==> src/rtl/qes_pkg.sv <==
package qes_pkg;
  localparam int QES_TICK_W = 13;
  localparam int QES_LINE_W = 10;
  localparam int QES_WORD_W = 7;

  typedef struct packed {
    logic                  valid;
    logic [QES_TICK_W-1:0] at;
    logic [QES_LINE_W-1:0] val;
    logic [QES_LINE_W-1:0] mask;
    logic                  send;
    logic [QES_WORD_W-1:0] word;
  } qes_entry_t;
endpackage

==> src/rtl/qes_rst_sync.sv <==
module qes_rst_sync #(
  parameter int STAGES = 2
) (
  input  logic clk,
  input  logic rst_n,
  output logic rst_sync_n
);
  logic [STAGES-1:0] sync_q;
  logic [STAGES-1:0] sync_d;

  always_comb sync_d = {sync_q[STAGES-2:0], 1'b1};

  always_ff @(posedge clk or negedge rst_n) begin
    if (!rst_n) sync_q <= '0;
    else        sync_q <= sync_d;
  end

  assign rst_sync_n = sync_q[STAGES-1];
endmodule

==> src/rtl/qes_tick_gen.sv <==
module qes_tick_gen #(
  parameter int DIV = 12,
  parameter int TW  = 13
) (
  input  logic          clk,
  input  logic          rst_n,
  input  logic          run_en,
  input  logic [TW-1:0] frame_len,
  output logic          load,
  output logic [TW-1:0] tick_nxt,
  output logic [TW-1:0] tick_q,
  output logic          stb_q,
  output logic          fstart_q
);
  localparam int            DW       = (DIV > 2) ? $clog2(DIV) : 1;
  localparam logic [DW-1:0] DIV_LAST = DW'(DIV - 1);

  logic [DW-1:0] div_q, div_d;
  logic [TW-1:0] tick_d;
  logic          run_q, run_d;
  logic          stb_d, fstart_d;
  logic          start, adv, wrap;
  logic [TW-1:0] last_tick;

  always_comb begin
    start     = run_en & ~run_q;
    adv       = run_en & run_q & (div_q == DIV_LAST);
    load      = start | adv;
    last_tick = frame_len - 1'b1;
    wrap      = (tick_q >= last_tick);

    if (start || wrap) tick_nxt = '0;
    else               tick_nxt = tick_q + 1'b1;

    if (!run_en)                         div_d = '0;
    else if (start || div_q == DIV_LAST) div_d = '0;
    else                                 div_d = div_q + 1'b1;

    if (!run_en)   tick_d = '0;
    else if (load) tick_d = tick_nxt;
    else           tick_d = tick_q;

    run_d    = run_en;
    stb_d    = load;
    fstart_d = load & (tick_nxt == '0);
  end

  always_ff @(posedge clk or negedge rst_n) begin
    if (!rst_n) begin
      div_q    <= '0;
      tick_q   <= '0;
      run_q    <= 1'b0;
      stb_q    <= 1'b0;
      fstart_q <= 1'b0;
    end else begin
      div_q    <= div_d;
      tick_q   <= tick_d;
      run_q    <= run_d;
      stb_q    <= stb_d;
      fstart_q <= fstart_d;
    end
  end
endmodule

==> src/rtl/qes_event_table.sv <==
module qes_event_table
  import qes_pkg::*;
#(
  parameter int N_ENT = 16
) (
  input  logic                                 clk,
  input  logic                                 rst_n,
  input  logic                                 wr_en,
  input  logic [$clog2(N_ENT)-1:0]             wr_addr,
  input  qes_entry_t                           wr_ent,
  input  logic [QES_TICK_W-1:0]                tick_nxt,
  output logic [N_ENT-1:0]                     match,
  output logic [N_ENT-1:0][QES_LINE_W-1:0]     val_o,
  output logic [N_ENT-1:0][QES_LINE_W-1:0]     mask_o,
  output logic [N_ENT-1:0]                     send_o,
  output logic [N_ENT-1:0][QES_WORD_W-1:0]     word_o
);
  localparam int AW = $clog2(N_ENT);

  for (genvar g = 0; g < N_ENT; g++) begin : g_ent
    qes_entry_t ent_q, ent_d;
    logic       sel;

    always_comb begin
      sel   = wr_en && (wr_addr == AW'(g));
      ent_d = sel ? wr_ent : ent_q;
    end

    always_ff @(posedge clk or negedge rst_n) begin
      if (!rst_n) ent_q <= '0;
      else        ent_q <= ent_d;
    end

    assign match[g]  = ent_q.valid && (ent_q.at == tick_nxt);
    assign val_o[g]  = ent_q.val;
    assign mask_o[g] = ent_q.mask;
    assign send_o[g] = ent_q.send;
    assign word_o[g] = ent_q.word;
  end
endmodule

==> src/rtl/qes_dispatch.sv <==
module qes_dispatch
  import qes_pkg::*;
#(
  parameter int                    N_ENT     = 16,
  parameter logic [QES_LINE_W-1:0] LINE_MASK = 10'b10_0001_1111
) (
  input  logic                             clk,
  input  logic                             rst_n,
  input  logic                             load,
  input  logic [N_ENT-1:0]                 match,
  input  logic [N_ENT-1:0][QES_LINE_W-1:0] val_i,
  input  logic [N_ENT-1:0][QES_LINE_W-1:0] mask_i,
  input  logic [N_ENT-1:0]                 send_i,
  input  logic [N_ENT-1:0][QES_WORD_W-1:0] word_i,
  output logic [QES_LINE_W-1:0]            act_q,
  output logic                             req_q,
  output logic [QES_WORD_W-1:0]            word_q
);
  logic [QES_LINE_W-1:0] merged, act_d;
  logic [QES_WORD_W-1:0] pick, word_d;
  logic                  hit, req_d;

  always_comb begin
    // ascending index: a later entry overrides earlier ones on shared bits
    merged = act_q;
    for (int i = 0; i < N_ENT; i++) begin
      if (match[i]) merged = (merged & ~mask_i[i]) | (val_i[i] & mask_i[i]);
    end

    // descending scan leaves the lowest requesting index in pick
    hit  = 1'b0;
    pick = '0;
    for (int i = N_ENT - 1; i >= 0; i--) begin
      if (match[i] && send_i[i]) begin
        hit  = 1'b1;
        pick = word_i[i];
      end
    end

    act_d  = load ? (merged & LINE_MASK) : act_q;
    req_d  = load & hit;
    word_d = (load && hit) ? pick : word_q;
  end

  always_ff @(posedge clk or negedge rst_n) begin
    if (!rst_n) begin
      act_q  <= '0;
      req_q  <= 1'b0;
      word_q <= '0;
    end else begin
      act_q  <= act_d;
      req_q  <= req_d;
      word_q <= word_d;
    end
  end
endmodule

==> src/rtl/qbit_event_sched.sv <==
module qbit_event_sched
  import qes_pkg::*;
#(
  parameter int                    DIV       = 12,
  parameter int                    N_ENT     = 16,
  parameter logic [QES_LINE_W-1:0] LINE_MASK = 10'b10_0001_1111
) (
  input  logic                     clk,
  input  logic                     rst_n,
  input  logic                     run_en,
  input  logic [QES_TICK_W-1:0]    frame_len,
  input  logic                     wr_en,
  input  logic [$clog2(N_ENT)-1:0] wr_addr,
  input  logic                     wr_valid,
  input  logic [QES_TICK_W-1:0]    wr_tick,
  input  logic [QES_LINE_W-1:0]    wr_val,
  input  logic [QES_LINE_W-1:0]    wr_mask,
  input  logic                     wr_send,
  input  logic [QES_WORD_W-1:0]    wr_word,
  output logic                     qtick_stb,
  output logic [QES_TICK_W-1:0]    tick_count,
  output logic                     frame_start,
  output logic [QES_LINE_W-1:0]    act_out,
  output logic                     ser_req,
  output logic [QES_WORD_W-1:0]    ser_word
);
  logic                            rst_sync_n;
  logic                            load;
  logic [QES_TICK_W-1:0]           tick_nxt;
  logic [N_ENT-1:0]                match;
  logic [N_ENT-1:0][QES_LINE_W-1:0] ent_val, ent_mask;
  logic [N_ENT-1:0]                ent_send;
  logic [N_ENT-1:0][QES_WORD_W-1:0] ent_word;
  qes_entry_t                      wr_ent;

  always_comb begin
    wr_ent.valid = wr_valid;
    wr_ent.at    = wr_tick;
    wr_ent.val   = wr_val;
    wr_ent.mask  = wr_mask;
    wr_ent.send  = wr_send;
    wr_ent.word  = wr_word;
  end

  qes_rst_sync #(.STAGES(2)) rst_i (
    .clk        (clk),
    .rst_n      (rst_n),
    .rst_sync_n (rst_sync_n)
  );

  qes_tick_gen #(.DIV(DIV), .TW(QES_TICK_W)) tick_i (
    .clk       (clk),
    .rst_n     (rst_sync_n),
    .run_en    (run_en),
    .frame_len (frame_len),
    .load      (load),
    .tick_nxt  (tick_nxt),
    .tick_q    (tick_count),
    .stb_q     (qtick_stb),
    .fstart_q  (frame_start)
  );

  qes_event_table #(.N_ENT(N_ENT)) table_i (
    .clk      (clk),
    .rst_n    (rst_sync_n),
    .wr_en    (wr_en),
    .wr_addr  (wr_addr),
    .wr_ent   (wr_ent),
    .tick_nxt (tick_nxt),
    .match    (match),
    .val_o    (ent_val),
    .mask_o   (ent_mask),
    .send_o   (ent_send),
    .word_o   (ent_word)
  );

  qes_dispatch #(.N_ENT(N_ENT), .LINE_MASK(LINE_MASK)) disp_i (
    .clk    (clk),
    .rst_n  (rst_sync_n),
    .load   (load),
    .match  (match),
    .val_i  (ent_val),
    .mask_i (ent_mask),
    .send_i (ent_send),
    .word_i (ent_word),
    .act_q  (act_out),
    .req_q  (ser_req),
    .word_q (ser_word)
  );
endmodule

==> config.mk <==
export PLATFORM = sky130hd
export DESIGN_NAME = qbit_event_sched
export DESIGN_NICKNAME = d
export VERILOG_FILES = /design/src/rtl/qes_pkg.sv /design/src/rtl/qes_rst_sync.sv /design/src/rtl/qes_tick_gen.sv /design/src/rtl/qes_event_table.sv /design/src/rtl/qes_dispatch.sv /design/src/rtl/qbit_event_sched.sv
export SDC_FILE = /design/constraint.sdc
export NUM_CORES = 1
export LEC_CHECK = 0
export ABC_AREA = 0
export BUFFER_PORTS_ARGS = -buffer_cell sky130_fd_sc_hd__buf_4
export CAP_MARGIN = 20
export CORE_MARGIN = 3
export CORE_UTILIZATION = 38
export DETAILED_ROUTE_END_ITERATION = 10
export PLACE_DENSITY_LB_ADDON = 0.25
export SYNTH_ARGS = -nofsm -noshare
export SYNTH_HDL_FRONTEND = slang
export SYNTH_SLANG_ARGS = --single-unit
==> constraint.sdc <==
create_clock -name clk -period 24 [get_ports clk]
set_input_delay 1.2 -clock clk [delete_from_list [all_inputs] [get_ports clk]]
set_output_delay 1.2 -clock clk [all_outputs]
set_load 0.01 [all_outputs]
==> flow_summary.toml, run 1 <==
[outcome]
status = "finished clean"

[placement]
place.gp.congestion = 0.877
io_buffers = 83
detailed_place_hpwl_um = 61400

[cts]
root_buffer = "clkbuf_16"
cts_tree = "built"
clkSinkCount = 580
clk_path_buf_depth = 3
clk_latency_ns = 0.62
hold_buffers = 0
cts.clk_slew.worst_paths_ns = 0.06
cts_resized = 0
cts_setup_buffers = 0
cts_buffers = 68
htree_levels = 3

[cells_and_area]
drive_gt1_share_pct = 32.4
num_antenna_cells = 0
final_common_cell = "dfrtp_1"
nets = 2705
syn2layout_area_growth_pct = 14.1
final_cell_mix = "579 x dfrtp_1, 547 x mux2_2, 206 x nand2_1, 150 x buf_4, 94 x xnor2_1"

[setup_path]
cp_max_fo = 17
end_kind = "register"
arrival_ns = 8.04
path_class = "input pin to register"
start_kind = "input pin"
slowest_stage = "and4bb_1"
critical_path.cell_chain = "buf_4 > or4_1 > nor4_1 > xnor2_1 > ha_1 > and2_4 > and3_1 > and2_4 > a211o_1 > buf_4 > xnor2_1 > a2111oi_0 > and4bb_1 > and2_1 > a21oi_2 > a31o_2 > o311ai_0 > a31oi_1 > mux2i_1"
slowest_delay_ns = 0.86
worstPathRequired_ns = 24.55

[synth]
yosys_warnings = 0
synth_edf_count = 0
yosysSeqAreaShare_pct = 48.8
async_reset_ff_share_pct = 100
synth_top_family_by_area = "multiplexers"
netlist_instances = 2568
synthFlopType = "dfrtp_1"
synth_compound_area_share_pct = 10.3
synth_simple_gate_area_share_pct = 11.5
ys_types = 95
synthMuxAreaShare_pct = 21.7
synth_xor_area_share_pct = 4.03
ys_seq_elements = 580
syn_area_mm2 = 0.0297
synth_fa_ha_area_share_pct = 0.673
postSynthAreaPerCell_um2 = 11.6

[detailed_routing]
initialDrtViolationCount = 2125
drcViolationCount = 0
drt_wl_total_um = 95500
wl_per_cell_um = 25.8
ant_nets = 0
viasPerCell = 5.96
firstDrtPassIters = 6
num_vias = 22076

[timing]
finalHoldViolations = 0
setup_tns_ns = 0
slew_headroom_pct = 21.6
finalSetupViolations = 0
period_minus_slack_ns = 7.50
min_period_over_period_pct = 31.2
max_freq_mhz = 133
rsz0062_at_grt = "no"
slew_viol_final = 0
holdWs_ns = 0.153
skew_ns = 0.0293
tightest_slew_ns = 1.18

[die]
initial_utilization_pct = 38.8
core-area_mm2 = 0.0767
pin_count = 96
die_w_um = 286
dieArea_mm2 = 0.0817
fp.dieH_um = 286
rows = 101

[power]
vdd_drop_max_v = 0.0000585
p_leak_uw = 0.0143
p_per_area_mw_per_mm2 = 84.2

[global_routing]
grt.overflow.total = 0
grt_usage_pct = 23.2
grt_max_degree = 88
antenna_found_initial = 2
grt_pass1_vias = 22470
grt_first_pass_wirelength_um = 144000

[job]
max-cap-violations = 0

[hold_path]
hp-class = "register to asynchronous set/reset pin"
[final cells by class]
class | count | area, um2
clock buffers | 104 | 2050
multi-input cells | 1780 | 14500
repair buffers | 154 | 1220
well taps | 1030 | 1290
clock inverters | 17 | 169
flip-flops and latches | 580 | 14500
inverters | 42 | 158
fillers | 7140 | 42800
[critical path: cells and delay by family]
kind            cells  cell delay [ns]
simple gates        7             3.13
compound gates      6             2.42
buf+inv             2             0.52
fa+ha+maj           1             0.34
xor+xnor            2             0.21
mux                 1             0.19
[logic make-up after synthesis]
kind of cell / Yosys count
adder cells (fa/ha/maj): 16
AND/OR/NAND/NOR: 642
buffers and inverters: 211
flip-flops: 580
other: 2
multiplexers: 575
AO/OA/AOI/OAI: 405
XOR/XNOR: 137
[cell usage after synthesis, drive strengths merged, types with 15 or more instances]
cell | count | area, um2
mux2 | 547 | 6160
a21oi | 51 | 285
dfrtp | 580 | 14500
inv | 42 | 158
a21boi | 17 | 128
nor2 | 75 | 282
nand3 | 76 | 385
clkbuf | 111 | 417
ha | 16 | 200
nor4 | 30 | 243
mux2i | 28 | 280
xor2 | 43 | 377
nand4 | 47 | 294
xnor2 | 94 | 823
and2 | 21 | 136
o2111ai | 18 | 158
nand2 | 209 | 790
o211ai | 21 | 163
buf | 58 | 332
a22oi | 21 | 158
o22ai | 20 | 125
a211oi | 15 | 143
nor3 | 41 | 210
and3 | 44 | 275
a31oi | 19 | 119
o21ai | 71 | 355
[power breakdown]
group	leakage [uW]	internal [uW]	switching [uW]	total [uW]
clock	0.00110	611	419	1030
sequential	0.00714	1200	157	1350
combinational	0.00605	254	219	473
[sequential cells by signal, indices dropped and copies added, names as in the netlist]
signal and cells:
table_i.send_o 16, rst_i.sync_q 2, tick_i.fstart_q 1, tick_i.div_q 4
disp_i.word_q 7, disp_i.req_q 1, table_i.g_ent.ent_q 224, table_i.val_o 96
tick_i.tick_q 13, tick_i.run_q 1, table_i.mask_o 96, disp_i.act_q 6
table_i.word_o 112, tick_i.stb_q 1
[routing by layer]
| layer | part of all wire (%) | GRT usage, % | routed length [um] |
|---|---|---|---|
| met1 | 42 | 30.5 | 40300 |
| met2 | 47 | 37.5 | 44700 |
| met3 | 7.0 | 4.57 | 6660 |
| met4 | 4.0 | 9.56 | 3870 |
| met5 | 0 | 0 | 0 |
[final timing paths]
path | from | end | slack (ns) | depth (start not counted)
setup reg to reg | tick_i.tick_q[8] | disp_i.word_q[4] | 17.59 | 15
setup / recovery | frame_len[6] | disp_i.word_q[4] | 16.50 | 19
max in group asynchronous | rst_i.sync_q[1] | table_i.word_o[91] | 21.54 | 4
hold / removal | rst_i.sync_q[1] | table_i.g_ent[0].ent_q[33] | 0.15 | 0
hold reg to reg | rst_i.sync_q[1] | table_i.g_ent[0].ent_q[33] | 0.15 | 0
min in group clk | rst_i.sync_q[0] | rst_i.sync_q[1] | 0.35 | 0
[metrics by stage]
step | util [%] | power (uW) | area, um2 | worst slack, ns | cells
3_3_place_gp | 41.2 | 1800 | 31600 | 15.73 | 3581
2_1_floorplan | - | 1680 | 29700 | 6.64 | 2571
5_1_grt | 44.2 | 2990 | 33900 | 16.15 | 3707
3_5_place_dp | 41.2 | 1840 | 31600 | 15.65 | 3582
6_report | 44.2 | 2860 | 33900 | 16.50 | 3707
4_1_cts | 44.1 | 2870 | 33800 | 16.31 | 3703
Power figures use the tool's default switching activity.
==> run 2: changes to the inputs <==
Clock period 24 ns to 7.6 ns, I/O delays scaled along.
==> flow_summary.toml, run 2 (synthesis gave the netlist of run 1 again) <==
[outcome]
status = "finished clean"

[cts]
clk_latency_ns = 0.63
clkSinkCount = 580
root_buffer = "clkbuf_16"
cts_buffers = 67
clk_path_buf_depth = 3
cts_tree = "built"
cts_setup_buffers = 0
cts.clk_slew.worst_paths_ns = 0.06
htree_levels = 3

[detailed_routing]
ant_nets = 0
viasPerCell = 5.98
initialDrtViolationCount = 1879
num_vias = 22288
drcViolationCount = 0
drt_wl_total_um = 96100
firstDrtPassIters = 5
wl_per_cell_um = 25.8

[global_routing]
grt_max_degree = 177
antenna_found_initial = 1
grt_usage_pct = 23.4
grt.overflow.total = 0
grt_pass1_vias = 22730
grt_first_pass_wirelength_um = 145000

[cells_and_area]
top_register = "table_i.g_ent.ent_q"
final_common_cell = "dfrtp_1"
nets = 2729
final_cell_mix = "579 x dfrtp_1, 547 x mux2_2, 206 x nand2_1, 172 x buf_4, 94 x xnor2_1"
largest_register_ffs = 224
drive_gt1_share_pct = 32.7
syn2layout_area_growth_pct = 14.6

[power]
vdd_drop_max_v = 0.000156
switchingPower_uw = 2510
p_seq_share_pct = 47.4
p_per_area_mw_per_mm2 = 265
p_leak_uw = 0.0144
p_comb_share_pct = 16.9
swShare_pct = 27.8
fin_total_pwr_uw = 9030
internal_power_uw = 6520
p_clk_share_pct = 35.8

[setup_path]
arrival_ns = 6.85
worstPathRequired_ns = 8.16
reg2reg_depth = 15
path_class = "register to register"
crit_start = "tick_i.tick_q[2]"
r2r_start = "tick_i.tick_q[2]"
cp-endpoint = "disp_i.word_q[0]"
r2r-end = "disp_i.word_q[0]"
start_kind = "register"
cp_max_fo = 15
end_kind = "register"
reg2reg_slack_ns = 1.31

[timing]
rsz0062_at_grt = "no"
slew_viol_final = 0
tightest_slew_ns = 1.11
finalSetupViolations = 0
skew_ns = 0.0391
setup_tns_ns = 0
slew_headroom_pct = 23.9
max_freq_mhz = 159
fin_ws_ns = 1.31
finalHoldViolations = 0
min_period_over_period_pct = 82.8
period_minus_slack_ns = 6.29

[placement]
io_buffers = 83
detailed_place_hpwl_um = 62900
pre_cts_ws_ns = 0.835
place.gp.congestion = 0.883

[die]
die_w_um = 286
fp.dieH_um = 286
core-area_mm2 = 0.0767
initial_utilization_pct = 38.8
pin_count = 96
rows = 101
dieArea_mm2 = 0.0817

[job]
max-cap-violations = 0

[hold_path]
hp-class = "input pin to asynchronous set/reset pin"
run 2: changes by cell type in the layout (fill, tap and decap cells not counted), sizes merged:
cell / before / now
dlygate4sd3: 0 / 2
diode: 0 / 2
clkinv: 11 / 7
buf: 154 / 177
bufinv: 2 / 5
clkbuf: 104 / 95
run 2: through the flow:
stage          instances  util (%)  area [um2]  hold slack (ns)
6_report            3724      44.4       34100           0.0886
5_1_grt             3723      44.4       34100           0.0758
4_1_cts             3719      44.3       34000           0.0536
3_5_place_dp        3606      41.5       31800            0.165
3_3_place_gp        3605      41.5       31800            0.164
2_1_floorplan       2571         -       29800           0.0844
run 2: cell type report:
cell class | instances | area [um2]
antenna | 2 | 5.00
clock buffer | 95 | 1920
clock inverter | 16 | 243
fill | 7089 | 42600
inverter | 42 | 158
multi-input combinational | 1780 | 14500
sequential | 580 | 14500
tap | 1030 | 1290
timing repair buffer | 179 | 1430
run 2: routing by layer:
| layer | GRT usage (%) | up-vias | wire [um] |
|---|---|---|---|
| met2 | 37.2 | 850 | 44500 |
| met5 | 0 | - | 0 |
| li1 | - | 9658 | - |
| met4 | 9.29 | 0 | 3830 |
| met3 | 4.53 | 218 | 6760 |
| met1 | 31.4 | 11562 | 40900 |
run 2: worst min-delay path by stage:
stage / from / end / slack (ns) / cells after the start
after detailed placement: rst_n / rst_i.sync_q[0] / 0.16 / 1
after global routing: rst_n / rst_i.sync_q[1] / 0.08 / 2
final: rst_n / rst_i.sync_q[1] / 0.09 / 2
after floorplan: rst_n / rst_i.sync_q[0] / 0.08 / 0
after global placement: rst_n / rst_i.sync_q[0] / 0.16 / 1
after CTS: rst_n / rst_i.sync_q[1] / 0.05 / 2
run 2: power by group through the flow:
stage / combinational, uW / clock [uW] / sequential [uW]
CTS: 1520 / 3290 / 4260
global route: 1660 / 3420 / 4360
finish: 1520 / 3230 / 4280
global placement: 1450 / 0 / 4270
floorplan: 1070 / 0 / 4210
detailed placement: 1510 / 0 / 4310
run 2: critical path: stages (launching register included):
cell and delay [ns]:
dfrtp_1 0.73, ha_1 0.35, a21oi_1 0.14, o21ai_0 0.15
a311o_1 0.69, a211oi_4 1.04, xnor2_1 0.21, nand4_1 0.37
nor4_4 0.67, nand2_2 0.28, nor3b_1 0.25, a211oi_1 0.09
a2111oi_0 0.71, buf_4 0.22, o32a_1 0.16, mux2_2 0.14
run 2: timing repair:
action                                  in CTS  in global routing
endpoints found under the hold margin        3                  0
resized for setup                            0                  0
hold buffers                                 2                  0
endpoints found under the setup margin       0                  0
